File: src/rtl/intr_cause_mod.sv
module intr_cause_mod #(
  parameter int NCAUSE = 8,
  parameter int TW = 6,
  parameter logic [NCAUSE-1:0] OTHER_MASK = 8'hF0
) (
  input  logic              clk,
  input  logic              rst_n,
  input  logic [NCAUSE-1:0] cause_evt,
  input  logic [TW-1:0]     interval,
  input  logic              rd_other_only,
  input  logic              host_sel,
  input  logic              host_wr,
  input  logic              host_rd,
  input  logic [NCAUSE-1:0] host_wdata,
  output logic [NCAUSE-1:0] host_rdata,
  output logic              msg_valid,
  input  logic              msg_ready,
  output logic [NCAUSE-1:0] msg_causes
);

  localparam logic [NCAUSE-1:0] ALL_ONES = '1;

  logic [NCAUSE-1:0] cause_q, mask_q;
  logic [TW-1:0]     cnt_q;
  logic              fire;
  logic [NCAUSE-1:0] clr_send, clr_wr, clr_rd, clr_all;

  assign msg_valid  = (cnt_q == '0) && (|cause_q);
  assign fire       = msg_valid && msg_ready;
  assign msg_causes = cause_q;
  assign host_rdata = host_sel ? mask_q : cause_q;

  assign clr_send = fire ? mask_q : '0;
  assign clr_wr   = (host_wr && !host_sel) ? host_wdata : '0;
  assign clr_rd   = (host_rd && !host_sel) ? (rd_other_only ? OTHER_MASK : ALL_ONES) : '0;
  assign clr_all  = clr_send | clr_wr | clr_rd;

  always_ff @(posedge clk) begin
    if (!rst_n) begin
      cause_q <= '0;
      mask_q  <= '0;
      cnt_q   <= interval;
    end else begin
      cause_q <= (cause_q & ~clr_all) | cause_evt;
      if (host_wr && host_sel) mask_q <= host_wdata;
      if (fire)                cnt_q <= interval;
      else if (cnt_q != '0)    cnt_q <= cnt_q - 1'b1;
    end
  end

endmodule


File: config.mk
export PLATFORM = sky130hd
export DESIGN_NAME = intr_cause_mod
export DESIGN_NICKNAME = d
export VERILOG_FILES = /design/src/rtl/intr_cause_mod.sv
export SDC_FILE = /design/constraint.sdc
export NUM_CORES = 1
export LEC_CHECK = 0
export BUFFER_PORTS_ARGS = -buffer_cell sky130_fd_sc_hd__buf_2
export CORE_ASPECT_RATIO = 1.5
export CORE_UTILIZATION = 48
export CTS_CLUSTER_DIAMETER = 60
export CTS_CLUSTER_SIZE = 10
export DETAILED_ROUTE_END_ITERATION = 7
export PLACE_DENSITY = 0.78
export SLEW_MARGIN = 10
export SYNTH_ARGS = -nofsm -noshare
export SYNTH_HDL_FRONTEND = slang
export SYNTH_SLANG_ARGS = --single-unit
File: constraint.sdc
create_clock -name clk -period 2.8 [get_ports clk]
set_clock_uncertainty 0.2 [all_clocks]
set_input_delay 0.28 -clock clk [delete_from_list [all_inputs] [get_ports clk]]
set_output_delay 0.28 -clock clk [all_outputs]
set_load 0.01 [all_outputs]
==> results_tabular.tex, run 1 <==
\begin{tabular}{lr}
\hline
Metric & Value \\
\hline
\multicolumn{2}{l}{\textbf{Global routing}} \\
\quad Pin count of the biggest net entering global routing & 26 \\
\quad GRT Util Overall & 21.2\% \\
\quad Initial antenna violation count & 0 \\
\quad Sum of overflow across all layers after global routing & 0 \\
\quad First-pass GRT wire length & 4.60 mm \\
\quad Vias in the first global route & between 1000 and 1500 \\
\multicolumn{2}{l}{\textbf{Worst hold path}} \\
\quad Hold Path Sink & msg\_causes[2]\$\_SDFF\_PN0\_ \\
\quad Type of the worst min-delay path & in -> reg \\
\quad Cell depth of the worst min-delay path & 2 \\
\quad Hold Path Origin & cause\_evt[2] \\
\multicolumn{2}{l}{\textbf{Synth}} \\
\quad Share of the synthesized area in the top cell type & a little over a quarter \\
\quad Synthesized flop and latch total & 22 \\
\quad Yosys warns & 0 \\
\quad Share of flip-flops with an asynchronous set or reset & 0\% \\
\quad Cell variety after synth & 28 \\
\quad Most used DFF post-synth & sky130\_fd\_sc\_hd\_\_dfxtp\_1 \\
\quad Sequential share of the synthesized area & between 40\% and 50\% \\
\quad Library cell with the largest summed area after synthesis & sky130\_fd\_sc\_hd\_\_dfxtp\_1 \\
\quad Number of synthesized flops with an enable pin & 6 \\
\quad Cells after Synth & approximately 120 \\
\quad Average size of a mapped cell & 10.1 um2 \\
\quad Cell area after technology mapping & 1220 um2 \\
\quad Leading cell types by total area after synthesis & sky130\_fd\_sc\_hd\_\_dfxtp\_1 26\%, sky130\_fd\_sc\_hd\_\_edfxtp\_1 15\%, sky130\_fd\_sc\_hd\_\_mux2\_2 7.4\% \\
\quad Syn\_nets & 152 \\
\multicolumn{2}{l}{\textbf{Place}} \\
\quad DP Wirelength & around 2.1 mm \\
\quad Placed cells & roughly 180 \\
\quad Number of input and output port buffers inserted & 45 \\
\quad RD Place Congestion & 0.795 \\
\multicolumn{2}{l}{\textbf{Job}} \\
\quad Max-cap check violation count & 0 \\
\multicolumn{2}{l}{\textbf{Power and ir drop}} \\
\quad Power per cell area & around 490 nW/um2 \\
\quad Worst supply voltage drop on vdd & 0.371 mV \\
\quad Final Power & a little under 800 uW \\
\quad LEAKAGE & 0.000694 uW \\
\multicolumn{2}{l}{\textbf{Clock network}} \\
\quad Post-CTS resize count & 0 \\
\quad Number of clock sinks & 22 \\
\quad Number of clock buffers inserted by TritonCTS & 3 \\
\quad CTS tree & done \\
\quad Clk buf depth & 2 \\
\quad Root buf cell & sky130\_fd\_sc\_hd\_\_clkbuf\_4 \\
\quad Number of buffers inserted by post-CTS setup repair & 0 \\
\quad Level count of the clock H-tree & 1 \\
\quad Clock-pin transition on the worst setup and hold timing paths & approximately 120 ps \\
\quad Count of hold buffers inserted by post-cts repair & 7 \\
\quad Clock latency reported for the late side of the worst-skew pair & 300 ps \\
\multicolumn{2}{l}{\textbf{Routing}} \\
\quad M1 wire length & about 1.2 mm \\
\quad Vias per cell & about 5.6 \\
\quad Number of vias after detailed routing & around 1100 \\
\quad Wirelength, routed & 2.78 mm \\
\quad 1st-pass router iterations & 4 \\
\quad Top Layer Used & met4 \\
\quad DR WL met3 & between 100 and 150 um \\
\quad Iteration-0 DRC count of the detailed router & 18 \\
\quad Post-detailed-route count of antenna-violating nets & 0 \\
\quad Drc violations & 0 \\
\quad Avg WL per Cell & between 10 and 15 um \\
\quad Wire length on met2 & 1.41 mm \\
\multicolumn{2}{l}{\textbf{STA}} \\
\quad Count of final hold-check violations & 0 \\
\quad Part of the cycle the worst path needs & roughly 88\% \\
\quad Count of final setup violators & 0 \\
\quad Least-Margin Pin Slew & 571 ps \\
\quad Number of max-slew violations in the final report & 0 \\
\quad Summed negative setup slack over all endpoints & 0 ps \\
\quad Unrepaired setup endpoints after global routing & false \\
\quad Maximum operating frequency & 408 MHz \\
\quad Headroom to the max-slew limit & 61.9\% \\
\quad Final-layout worst hold slack & roughly 13 ps \\
\quad Minimum period implied by the final worst setup slack & approximately 2500 ps \\
\multicolumn{2}{l}{\textbf{Setup path}} \\
\quad CP Max Fanout & 5 \\
\quad Critical-path cell list & inv\_1 -> ha\_1 -> nor3b\_1 -> o211a\_1 -> buf\_2 \\
\quad Crit path buffers/inverters & 2 \\
\quad Largest delay share family, worst path & simple AND/OR/NAND/NOR gates \\
\quad Reg-to-reg slack, setup & between 300 and 400 ps \\
\quad Crit Path Category & reg -> out \\
\quad Critical path data required time & about 2300 ps \\
\quad Capture instance of the worst register-to-register path & cnt\_q[3]\$\_DFFE\_PP\_ \\
\quad CP arrival & about 2000 ps \\
\quad Crit-path max cell delay & slightly below 500 ps \\
\quad Slowest stage cell on the critical path & sky130\_fd\_sc\_hd\_\_nor3b\_1 \\
\quad Depth of the worst register-to-register path & 6 \\
\quad CP endpoint kind & primary output \\
\quad Sort of element at the start of the critical path & flip-flop \\
\quad Reg-to-reg critical path startpoint & cnt\_q[0]\$\_DFFE\_PP\_ \\
\multicolumn{2}{l}{\textbf{Die}} \\
\quad Die span in y & between 60 and 70 um \\
\quad Starting utilization of the core area & between 50\% and 60\% \\
\quad Area of the die & 2750 um2 \\
\quad Placement Rows & 22 \\
\quad Floorplan Core Area & around 2400 um2 \\
\quad Die width & between 40 and 50 um \\
\quad IO Pins & 46 \\
\multicolumn{2}{l}{\textbf{Layout}} \\
\quad Share of post-route cells with drive strength above 1 & between 30\% and 40\% \\
\quad Final net count & between 200 and 250 \\
\quad Fillcell total & 210 \\
\quad Final design utilization & between 60\% and 70\% \\
\quad Count of placed standard cells in the final layout, fillers left out & 195 \\
\quad Antenna diodes & 0 \\
\quad Area growth from synthesis to layout & 27.7\% \\
\multicolumn{2}{l}{\textbf{Outcome}} \\
\quad Result of the run & complete, no violations \\
\hline
\end{tabular}
[stage by stage]
stage	area [um2]	worst slack, ps
3_3_place_gp	1450	563
3_5_place_dp	1450	432
4_1_cts	1560	356
5_1_grt	1560	279
6_report	1560	350
2_1_floorplan	1220	655
[layout by cell type (no fill, tap or decap), types with 4 or more instances in the layout]
cell type / synthesis / layout
sky130_fd_sc_hd__o21a_1: 8 / 8
sky130_fd_sc_hd__dlygate4sd3_1: 0 / 7
sky130_fd_sc_hd__o21ai_0: 4 / 4
sky130_fd_sc_hd__dfxtp_1: 16 / 16
sky130_fd_sc_hd__inv_1: 7 / 7
sky130_fd_sc_hd__mux2_4: 5 / 5
sky130_fd_sc_hd__mux2_2: 8 / 8
sky130_fd_sc_hd__a31oi_1: 4 / 4
sky130_fd_sc_hd__nand3_1: 8 / 8
sky130_fd_sc_hd__nand2_1: 11 / 11
sky130_fd_sc_hd__a21boi_0: 8 / 8
sky130_fd_sc_hd__edfxtp_1: 6 / 6
sky130_fd_sc_hd__o221a_1: 4 / 4
sky130_fd_sc_hd__buf_2: 0 / 45
sky130_fd_sc_hd__a21oi_1: 8 / 8
[how the worst max path moves through the flow]
stage | start | to | slack, ps | depth (start not counted)
final | cnt_q[0]$_DFFE_PP_ | msg_valid | 350 | 5
after global routing | cnt_q[0]$_DFFE_PP_ | msg_valid | 280 | 5
after CTS | cnt_q[0]$_DFFE_PP_ | msg_valid | 360 | 5
after detailed placement | cnt_q[0]$_DFFE_PP_ | cnt_q[3]$_DFFE_PP_ | 430 | 6
after global placement | cnt_q[0]$_DFFE_PP_ | cnt_q[0]$_DFFE_PP_ | 560 | 6
after floorplan | cnt_q[0]$_DFFE_PP_ | cnt_q[0]$_DFFE_PP_ | 650 | 6
[report_power, final]
part / switching [uW] / internal, uW / total [uW]
sequential: 30.5 / 368 / 399
clock: 90.5 / 79.2 / 170
combinational: 95.6 / 107 / 202
[cell type report]
cell class                 instances  area [um2]  area share [%]
multi-input combinational         86         669            43.0
sequential                        22         500            32.1
timing repair buffer              52         295            19.0
clock buffer                       4        36.3            2.33
tap                               24        30.0            1.93
inverter                           7        26.3            1.69
[cell usage after synthesis (2+ instances only)]
cell type,number
sky130_fd_sc_hd__a21boi_0,8
sky130_fd_sc_hd__a21oi_1,8
sky130_fd_sc_hd__a31oi_1,4
sky130_fd_sc_hd__clkbuf_1,5
sky130_fd_sc_hd__dfxtp_1,16
sky130_fd_sc_hd__edfxtp_1,6
sky130_fd_sc_hd__ha_1,2
sky130_fd_sc_hd__inv_1,7
sky130_fd_sc_hd__mux2_2,8
sky130_fd_sc_hd__mux2_4,5
sky130_fd_sc_hd__nand2_1,11
sky130_fd_sc_hd__nand3_1,8
sky130_fd_sc_hd__nor2_1,2
sky130_fd_sc_hd__o21a_1,8
sky130_fd_sc_hd__o21ai_0,4
sky130_fd_sc_hd__o221a_1,4
sky130_fd_sc_hd__or4_4,2
sky130_fd_sc_hd__xnor2_1,2
sky130_fd_sc_hd__xor2_1,2
[worst reg2reg max path: cells and delay by family (launching register included)]
| kind | cells | cell delay, ps |
|---|---|---|
| AO/OA/AOI/OAI | 1 | 280 |
| adder cells (fa/ha/maj) | 1 | 160 |
| buffers and inverters | 1 | 120 |
| flip-flops | 1 | 410 |
| multiplexers | 1 | 320 |
| AND/OR/NAND/NOR | 2 | 690 |
[metal layers]
metal / track usage, % / vias up
li1: - / 543
met1: 27.2 / 501
met2: 35.4 / 37
met3: 2.26 / 7
met4: 8.33 / 0
met5: 0 / -
[kinds of logic (layout without fill, tap and decap cells)]
kind of cell	count (synthesis)	count (layout)	share of synthesized area, %
adder cells (fa/ha/maj)	2	2	2.05
AND/OR/NAND/NOR	28	28	12.1
flip-flops	22	22	41.0
AO/OA/AOI/OAI	38	38	23.5
buffers and inverters	13	63	4.10
XOR/XNOR	4	4	2.87
multiplexers	14	14	14.4
[registers in the layout, summed over array words and instances (netlist names)]
register    count
msg_causes      8
mask_q          8
cnt_q           6
No activity file was read; power rests on OpenSTA's default activity.
==> inputs of run 2 (changes only) <==
==> constraint.sdc (replaced) <==
create_clock -name clk -period 2.6 [get_ports clk]
set_clock_uncertainty 0.2 [all_clocks]
set_input_delay 0.26 -clock clk [delete_from_list [all_inputs] [get_ports clk]]
set_output_delay 0.26 -clock clk [all_outputs]
set_load 0.01 [all_outputs]
==> run 2 against run 1 <==
Compared with the run above: power is 4.6% higher; via count is 0.28% higher; die area stayed put; critical path depth stayed put; non-clock buffer count is 1 higher.
==> results_tabular.tex, run 2 (synthesis results as in run 1) <==
\begin{tabular}{lr}
\hline
Metric & Value \\
\hline
\multicolumn{2}{l}{\textbf{Outcome}} \\
\quad Result of the run & complete, no violations \\
\multicolumn{2}{l}{\textbf{STA}} \\
\quad Least-Margin Pin Slew & 541 ps (-30.1 ps) \\
\quad Summed negative setup slack over all endpoints & 0 ps (unchanged) \\
\quad Unrepaired setup endpoints after global routing & false \\
\quad Final-layout worst hold slack & 18.7 ps (+5.73 ps) \\
\quad Number of max-slew violations in the final report & 0 (unchanged) \\
\quad Minimum period implied by the final worst setup slack & between 2000 and 2500 ps \\
\quad Count of final setup violators & 0 (unchanged) \\
\quad Final WS setup & 237 ps (-113 ps) \\
\quad Headroom to the max-slew limit & 63.9\% (+2.0 points) \\
\quad Part of the cycle the worst path needs & 90.9\% \\
\quad Maximum operating frequency & 423 MHz \\
\quad Count of final hold-check violations & 0 (unchanged) \\
\multicolumn{2}{l}{\textbf{Setup path}} \\
\quad Critical-path cell list & inv\_1 -> ha\_1 -> nor3b\_1 -> o211a\_1 -> buf\_2 \\
\quad Reg-to-reg slack, setup & 260 ps (-130 ps) \\
\quad Depth of the worst register-to-register path & 6 (unchanged) \\
\quad Crit Path Category & reg -> out \\
\quad Critical path data required time & 2140 ps (-180 ps) \\
\quad Crit path buffers/inverters & 2 (unchanged) \\
\quad Capture instance of the worst register-to-register path & cnt\_q[0]\$\_DFFE\_PP\_ \\
\quad CP arrival & 1900 ps (-70 ps) \\
\quad Reg-to-reg critical path startpoint & cnt\_q[0]\$\_DFFE\_PP\_ \\
\quad Sort of element at the start of the critical path & flip-flop \\
\quad Crit-path max cell delay & 460 ps (-30 ps) \\
\quad CP Max Fanout & 5 (unchanged) \\
\quad Slowest stage cell on the critical path & sky130\_fd\_sc\_hd\_\_nor3b\_1 \\
\quad Largest delay share family, worst path & simple AND/OR/NAND/NOR gates \\
\quad CP endpoint kind & primary output \\
\multicolumn{2}{l}{\textbf{Die}} \\
\quad IO Pins & 46 (unchanged) \\
\quad Die span in y & 63.7 um (unchanged) \\
\quad Starting utilization of the core area & 50.4\% (unchanged) \\
\quad Die width & 43.2 um (unchanged) \\
\quad Floorplan Core Area & 2420 um2 (unchanged) \\
\quad Placement Rows & 22 (unchanged) \\
\quad Area of the die & 2750 um2 (unchanged) \\
\multicolumn{2}{l}{\textbf{Routing}} \\
\quad Post-detailed-route count of antenna-violating nets & 0 (unchanged) \\
\quad Wirelength, routed & 2.68 mm (-3.6\%) \\
\quad Iteration-0 DRC count of the detailed router & 15 (-3) \\
\quad Vias per cell & 5.57 (-0.24\%) \\
\quad 1st-pass router iterations & 4 (unchanged) \\
\quad Number of vias after detailed routing & 1091 (+0.28\%) \\
\quad Drc violations & 0 (unchanged) \\
\quad Avg WL per Cell & 13.7 um (-4.1\%) \\
\multicolumn{2}{l}{\textbf{Place}} \\
\quad Number of input and output port buffers inserted & 45 (unchanged) \\
\quad RD Place Congestion & 0.822 (+3.5\%) \\
\quad DP Wirelength & 2.04 mm (-3.1\%) \\
\quad Post-place setup slack & 282 ps (-149 ps) \\
\multicolumn{2}{l}{\textbf{Clock network}} \\
\quad Clock-pin transition on the worst setup and hold timing paths & 120 ps (about the same) \\
\quad Level count of the clock H-tree & 1 (unchanged) \\
\quad Count of hold buffers inserted by post-cts repair & 8 (+1) \\
\quad Number of clock sinks & 22 (unchanged) \\
\quad CTS tree & done \\
\quad Number of buffers inserted by post-CTS setup repair & 0 (unchanged) \\
\quad Number of clock buffers inserted by TritonCTS & 3 (unchanged) \\
\quad Post-CTS resize count & 0 (unchanged) \\
\quad Root buf cell & sky130\_fd\_sc\_hd\_\_clkbuf\_4 \\
\quad Clk buf depth & 2 (unchanged) \\
\quad Clock latency reported for the late side of the worst-skew pair & 300 ps (about the same) \\
\multicolumn{2}{l}{\textbf{Layout}} \\
\quad Most frequent cells in the layout & 45 x sky130\_fd\_sc\_hd\_\_buf\_2, 16 x sky130\_fd\_sc\_hd\_\_dfxtp\_1, 11 x sky130\_fd\_sc\_hd\_\_nand2\_1 \\
\quad Area used by multi-input combinational logic & 669 um2 (unchanged) \\
\quad Final design utilization & 64.3\% (unchanged) \\
\quad Share of post-route cells with drive strength above 1 & 37.8\% (-0.81 points) \\
\quad Area growth from synthesis to layout & 27.7\% (unchanged) \\
\quad Antenna diodes & 0 (unchanged) \\
\quad Reg area & 500 um2 (unchanged) \\
\quad Leading cell type in the layout, fill and taps excluded & sky130\_fd\_sc\_hd\_\_buf\_2 \\
\quad Fillcell total & 216 (+2.9\%) \\
\quad Final net count & 204 (+0.49\%) \\
\multicolumn{2}{l}{\textbf{Worst hold path}} \\
\quad Hold Path Sink & mask\_q[6]\$\_SDFFE\_PN0P\_ \\
\quad Type of the worst min-delay path & in -> reg \\
\quad Hold Path Origin & host\_wdata[6] \\
\quad Cell depth of the worst min-delay path & 3 (+1) \\
\multicolumn{2}{l}{\textbf{Global routing}} \\
\quad Initial antenna violation count & 0 (unchanged) \\
\quad Pin count of the biggest net entering global routing & 26 (unchanged) \\
\quad GRT Util Overall & 21.4\% (+0.25 points) \\
\quad First-pass GRT wire length & 4.65 mm (+1.2\%) \\
\quad Sum of overflow across all layers after global routing & 0 (unchanged) \\
\quad Vias in the first global route & 1075 (-0.28\%) \\
\multicolumn{2}{l}{\textbf{Job}} \\
\quad Max-cap check violation count & 0 (unchanged) \\
\multicolumn{2}{l}{\textbf{Power and ir drop}} \\
\quad LEAKAGE & 0.000693 uW (-0.26\%) \\
\quad Worst supply voltage drop on vdd & 0.309 mV (-17\%) \\
\quad Power per cell area & 517 nW/um2 (+4.6\%) \\
\hline
\end{tabular}
[run 2: metal layers]
metal | wire (um) | GRT usage (%) | up-vias
met3 | 105 | 1.69 | 4
met5 | 0 | 0 | -
li1 | - | - | 547
met1 | 1160 | 27.1 | 509
met4 | 39 | 7.95 | 0
met2 | 1380 | 36.9 | 31
[run 2: worst max path at each step]
| stage | endpoint | from | slack, ps | cells past startpoint |
|---|---|---|---|---|
| after detailed placement | cnt_q[5]$_DFFE_PP_ | cnt_q[0]$_DFFE_PP_ | 280 | 6 |
| after floorplan | cnt_q[0]$_DFFE_PP_ | cnt_q[0]$_DFFE_PP_ | 450 | 6 |
| final | msg_valid | cnt_q[0]$_DFFE_PP_ | 240 | 5 |
| after CTS | msg_valid | cnt_q[0]$_DFFE_PP_ | 250 | 5 |
| after global placement | cnt_q[0]$_DFFE_PP_ | cnt_q[0]$_DFFE_PP_ | 360 | 6 |
| after global routing | msg_valid | cnt_q[0]$_DFFE_PP_ | 120 | 5 |
[run 2: layout make-up]
| type | count | area share (%) |
|---|---|---|
| Timing Repair Buffer | 53 | 19.6 |
| Clock buffer | 4 | 1.69 |
| Sequential cell | 22 | 32.1 |
| Multi-Input combinational cell | 86 | 43.0 |
| Inverter | 7 | 1.69 |
| Tap cell | 24 | 1.93 |
[run 2: stage by stage]
stage	total power, uW	instances	instance area (um2)
finish	806	196	1560
global route	854	196	1560
CTS	812	196	1560
detailed placement	645	184	1450
global placement	637	184	1450
floorplan	573	121	1220
[run 2: tightest hold or removal path: stages]
cell                       delay, ps
sky130_fd_sc_hd__buf_2           110
sky130_fd_sc_hd__nand3_1          50
sky130_fd_sc_hd__a21boi_0         60
[run 2: power by group]
| group | switching, uW | internal (uW) |
|---|---|---|
| clock | 100 | 59.7 |
| sequential | 32.7 | 397 |
| combinational | 101 | 116 |
| total | 234 | 572 |
==> inputs of run 3 (changes only) <==
--- a/config.mk
+++ b/config.mk
@@ -11,6 +11,7 @@
 export CTS_CLUSTER_DIAMETER = 60
 export CTS_CLUSTER_SIZE = 10
 export DETAILED_ROUTE_END_ITERATION = 7
+export GPL_ROUTABILITY_DRIVEN = 1
 export PLACE_DENSITY = 0.78
 export SLEW_MARGIN = 10
 export SYNTH_ARGS = -nofsm -noshare
==> constraint.sdc (replaced) <==
create_clock -name clk -period 2.6 [get_ports clk]
set_clock_uncertainty 0.2 [all_clocks]
set_input_delay 0 -clock clk [delete_from_list [all_inputs] [get_ports clk]]
set_output_delay 0 -clock clk [all_outputs]
set_load 0.01 [all_outputs]
==> run 3 against run 2 <==
Compared with the run above: combinational power increased by 22%; die area unchanged; highest routed layer unchanged; largest cell class unchanged; global-route usage increased by 5.9 points; cell count increased by 18%; sequential share of layout area decreased by 6.0 points; hold slack improved by 72 ps; core utilization increased by 15 points; largest power group unchanged; maximum frequency decreased by 3.9%; via count increased by 18%; flip-flop and latch count unchanged; register-to-register slack got worse by 120 ps; critical endpoint is now msg_causes[5]$_SDFF_PN0_.
==> results_tabular.tex, run 3 (synthesis results as in run 1) <==
\begin{tabular}{lr}
\hline
Metric & Value \\
\hline
\multicolumn{2}{l}{\textbf{STA}} \\
\quad Part of the cycle the worst path needs & 94.5\% (+3.7 points) \\
\quad Headroom to the max-slew limit & 70.5\% (+6.7 points) \\
\quad Unrepaired setup endpoints after global routing & false \\
\quad Summed negative setup slack over all endpoints & 0 ps (unchanged) \\
\quad Count of final hold-check violations & 0 (unchanged) \\
\quad Maximum operating frequency & 407 MHz (-3.9\%) \\
\quad Number of max-slew violations in the final report & 0 (unchanged) \\
\quad Count of final setup violators & 0 (unchanged) \\
\quad Least-Margin Pin Slew & 442 ps (-99.0 ps) \\
\quad Minimum period implied by the final worst setup slack & 2460 ps (+95.2 ps) \\
\multicolumn{2}{l}{\textbf{Routing}} \\
\quad 1st-pass router iterations & 4 (unchanged) \\
\quad Number of vias after detailed routing & 1285 (+18\%) \\
\quad Wirelength, routed & 3.52 mm (+31\%) \\
\quad Vias per cell & 5.56 (about the same) \\
\quad Wire length on met2 & 1.87 mm (+36\%) \\
\quad Post-detailed-route count of antenna-violating nets & 0 (unchanged) \\
\quad Iteration-0 DRC count of the detailed router & 12 (-3) \\
\quad M1 wire length & 1.45 mm (+25\%) \\
\quad DR WL met3 & 150 um (+43\%) \\
\quad Avg WL per Cell & 15.2 um (+11\%) \\
\quad Top Layer Used & met4 \\
\quad Drc violations & 0 (unchanged) \\
\multicolumn{2}{l}{\textbf{Layout}} \\
\quad Leading cell type in the layout, fill and taps excluded & sky130\_fd\_sc\_hd\_\_buf\_2 \\
\quad Share of post-route cells with drive strength above 1 & 31.9\% (-5.9 points) \\
\quad Final net count & 239 (+17\%) \\
\quad Final instance area & 1910 um2 (+23\%) \\
\quad Antenna diodes & 0 (unchanged) \\
\quad Reg area & 500 um2 (unchanged) \\
\quad Fillcell total & 161 (-25\%) \\
\quad Area growth from synthesis to layout & 56.8\% \\
\quad Most frequent cells in the layout & 45 x sky130\_fd\_sc\_hd\_\_buf\_2, 43 x sky130\_fd\_sc\_hd\_\_dlygate4sd3\_1, 16 x sky130\_fd\_sc\_hd\_\_dfxtp\_1, 11 x sky130\_fd\_sc\_hd\_\_nand2\_1 \\
\quad Area used by multi-input combinational logic & 674 um2 (+0.75\%) \\
\multicolumn{2}{l}{\textbf{Clock network}} \\
\quad Level count of the clock H-tree & 1 (unchanged) \\
\quad CTS tree & done \\
\quad Clock-pin transition on the worst setup and hold timing paths & 120 ps (about the same) \\
\quad Number of clock buffers inserted by TritonCTS & 3 (unchanged) \\
\quad Number of buffers inserted by post-CTS setup repair & 0 (unchanged) \\
\quad Clock latency reported for the late side of the worst-skew pair & 300 ps (about the same) \\
\quad Root buf cell & sky130\_fd\_sc\_hd\_\_clkbuf\_4 \\
\quad Clk buf depth & 2 (unchanged) \\
\quad Number of clock sinks & 22 (unchanged) \\
\multicolumn{2}{l}{\textbf{Power and ir drop}} \\
\quad Register share of total power & 50.2\% (-3.0 points) \\
\quad Sw Share & 29.4\% (+0.36 points) \\
\quad Worst supply voltage drop on vdd & 0.323 mV (+4.5\%) \\
\quad Portion of total power attributed to combinational logic & 30.7\% (+3.8 points) \\
\quad Clock network power share & 19.0\% (-0.9 points) \\
\quad Final Power & 858 uW (+6.4\%) \\
\quad LEAKAGE & 0.000846 uW (+22\%) \\
\quad Cell-internal power & 605 uW (+5.9\%) \\
\quad Switching power of the nets & 252 uW (+7.7\%) \\
\quad Power per cell area & 448 nW/um2 (-13\%) \\
\multicolumn{2}{l}{\textbf{Setup path}} \\
\quad Sort of element at the start of the critical path & flip-flop \\
\quad Crit Path Category & reg -> reg \\
\quad Critical path data required time & 2600 ps (+460 ps) \\
\quad CP Max Fanout & 5 (unchanged) \\
\quad CP endpoint kind & flip-flop \\
\quad Crit-path max cell delay & 560 ps (+100 ps) \\
\quad CP arrival & 2460 ps (+560 ps) \\
\quad Slowest stage cell on the critical path & sky130\_fd\_sc\_hd\_\_dlygate4sd3\_1 \\
\quad Critical-path cell list & inv\_1 -> ha\_1 -> nor3b\_2 -> o211a\_1 -> a31oi\_1 -> o21a\_1 -> dlygate4sd3\_1 \\
\multicolumn{2}{l}{\textbf{Die}} \\
\quad Die width & 43.2 um (unchanged) \\
\quad IO Pins & 46 (unchanged) \\
\quad Floorplan Core Area & 2420 um2 (unchanged) \\
\quad Placement Rows & 22 (unchanged) \\
\quad Die span in y & 63.7 um (unchanged) \\
\quad Starting utilization of the core area & 50.4\% (unchanged) \\
\quad Area of the die & 2750 um2 (unchanged) \\
\multicolumn{2}{l}{\textbf{Place}} \\
\quad Number of input and output port buffers inserted & 45 (unchanged) \\
\quad RD Place Congestion & 0.822 (unchanged) \\
\quad Placed cell area & 1450 um2 (unchanged) \\
\quad DP Wirelength & 2.04 mm (unchanged) \\
\multicolumn{2}{l}{\textbf{Worst hold path}} \\
\quad Type of the worst min-delay path & in -> reg \\
\multicolumn{2}{l}{\textbf{Global routing}} \\
\quad Initial antenna violation count & 0 (unchanged) \\
\quad Sum of overflow across all layers after global routing & 0 (unchanged) \\
\quad Vias in the first global route & 1301 (+21\%) \\
\quad First-pass GRT wire length & 5.93 mm (+28\%) \\
\quad Pin count of the biggest net entering global routing & 26 (unchanged) \\
\quad GRT Util Overall & 27.3\% (+5.9 points) \\
\multicolumn{2}{l}{\textbf{Job}} \\
\quad Max-cap check violation count & 0 (unchanged) \\
\multicolumn{2}{l}{\textbf{Outcome}} \\
\quad Result of the run & complete, no violations \\
\hline
\end{tabular}
==> run 3: changes by cell type in the layout (fill, tap and decap cells not counted), sizes merged <==
cell / before / now
dlygate4sd3: 8 / 43
==> run 3: metal layers <==
layer / up-vias / track usage, %
met3: 8 / 3.67
met2: 45 / 47.6
met5: - / 0
li1: 616 / -
met4: 0 / 6.06
met1: 616 / 35.3
==> run 3: critical path, delay by kind of cell, from the launching register on <==
kind	cells	cell delay, ps
AO/OA/AOI/OAI	3	610
flip-flops	1	410
AND/OR/NAND/NOR	1	320
adder cells (fa/ha/maj)	1	160
buffers and inverters	2	670
==> run 3: area by class of cell <==
class                      count  area share [%]
clock buffer                   4            1.37
inverter                       7            1.37
multi-input combinational     86            35.3
sequential                    22            26.2
tap                           24            1.57
timing repair buffer          88            34.3
==> run 3: path summary, 6_finish.rpt <==
check                           startpoint                  endpoint  slack, ps  depth (start not counted)
setup reg to reg        cnt_q[0]$_DFFE_PP_  msg_causes[5]$_SDFF_PN0_        140                          7
setup / recovery        cnt_q[0]$_DFFE_PP_  msg_causes[5]$_SDFF_PN0_        140                          7
hold reg to reg   msg_causes[0]$_SDFF_PN0_  msg_causes[0]$_SDFF_PN0_        470                          2
hold / removal                   msg_ready  msg_causes[0]$_SDFF_PN0_         90                          4
==> run 3: timing repair <==
item	4_1_cts	5_1_grt
gates resized for setup	0	1
hold endpoints to repair	22	0
endpoints found under the setup margin	0	4
hold buffers	43	0
==> run 3: power by group through the flow <==
stage               Sequential [uW]  Clock, uW  Combinational, uW
floorplan                       432          0                141
global placement                435          0                202
detailed placement              438          0                207
CTS                             430        164                255
global route                    436        178                290
finish                          431        163                264
==> run 3: metrics by stage <==
step	utilization [%]	std cells	worst slack [ps]	hold WS, ps
after floorplan	-	121	455	-76.2
after global placement	59.9	184	359	8.95
after detailed placement	59.9	184	282	12.4
after CTS	78.8	231	47.4	77.2
after global routing	79.0	231	48.9	107
final	79.0	231	142	90.2
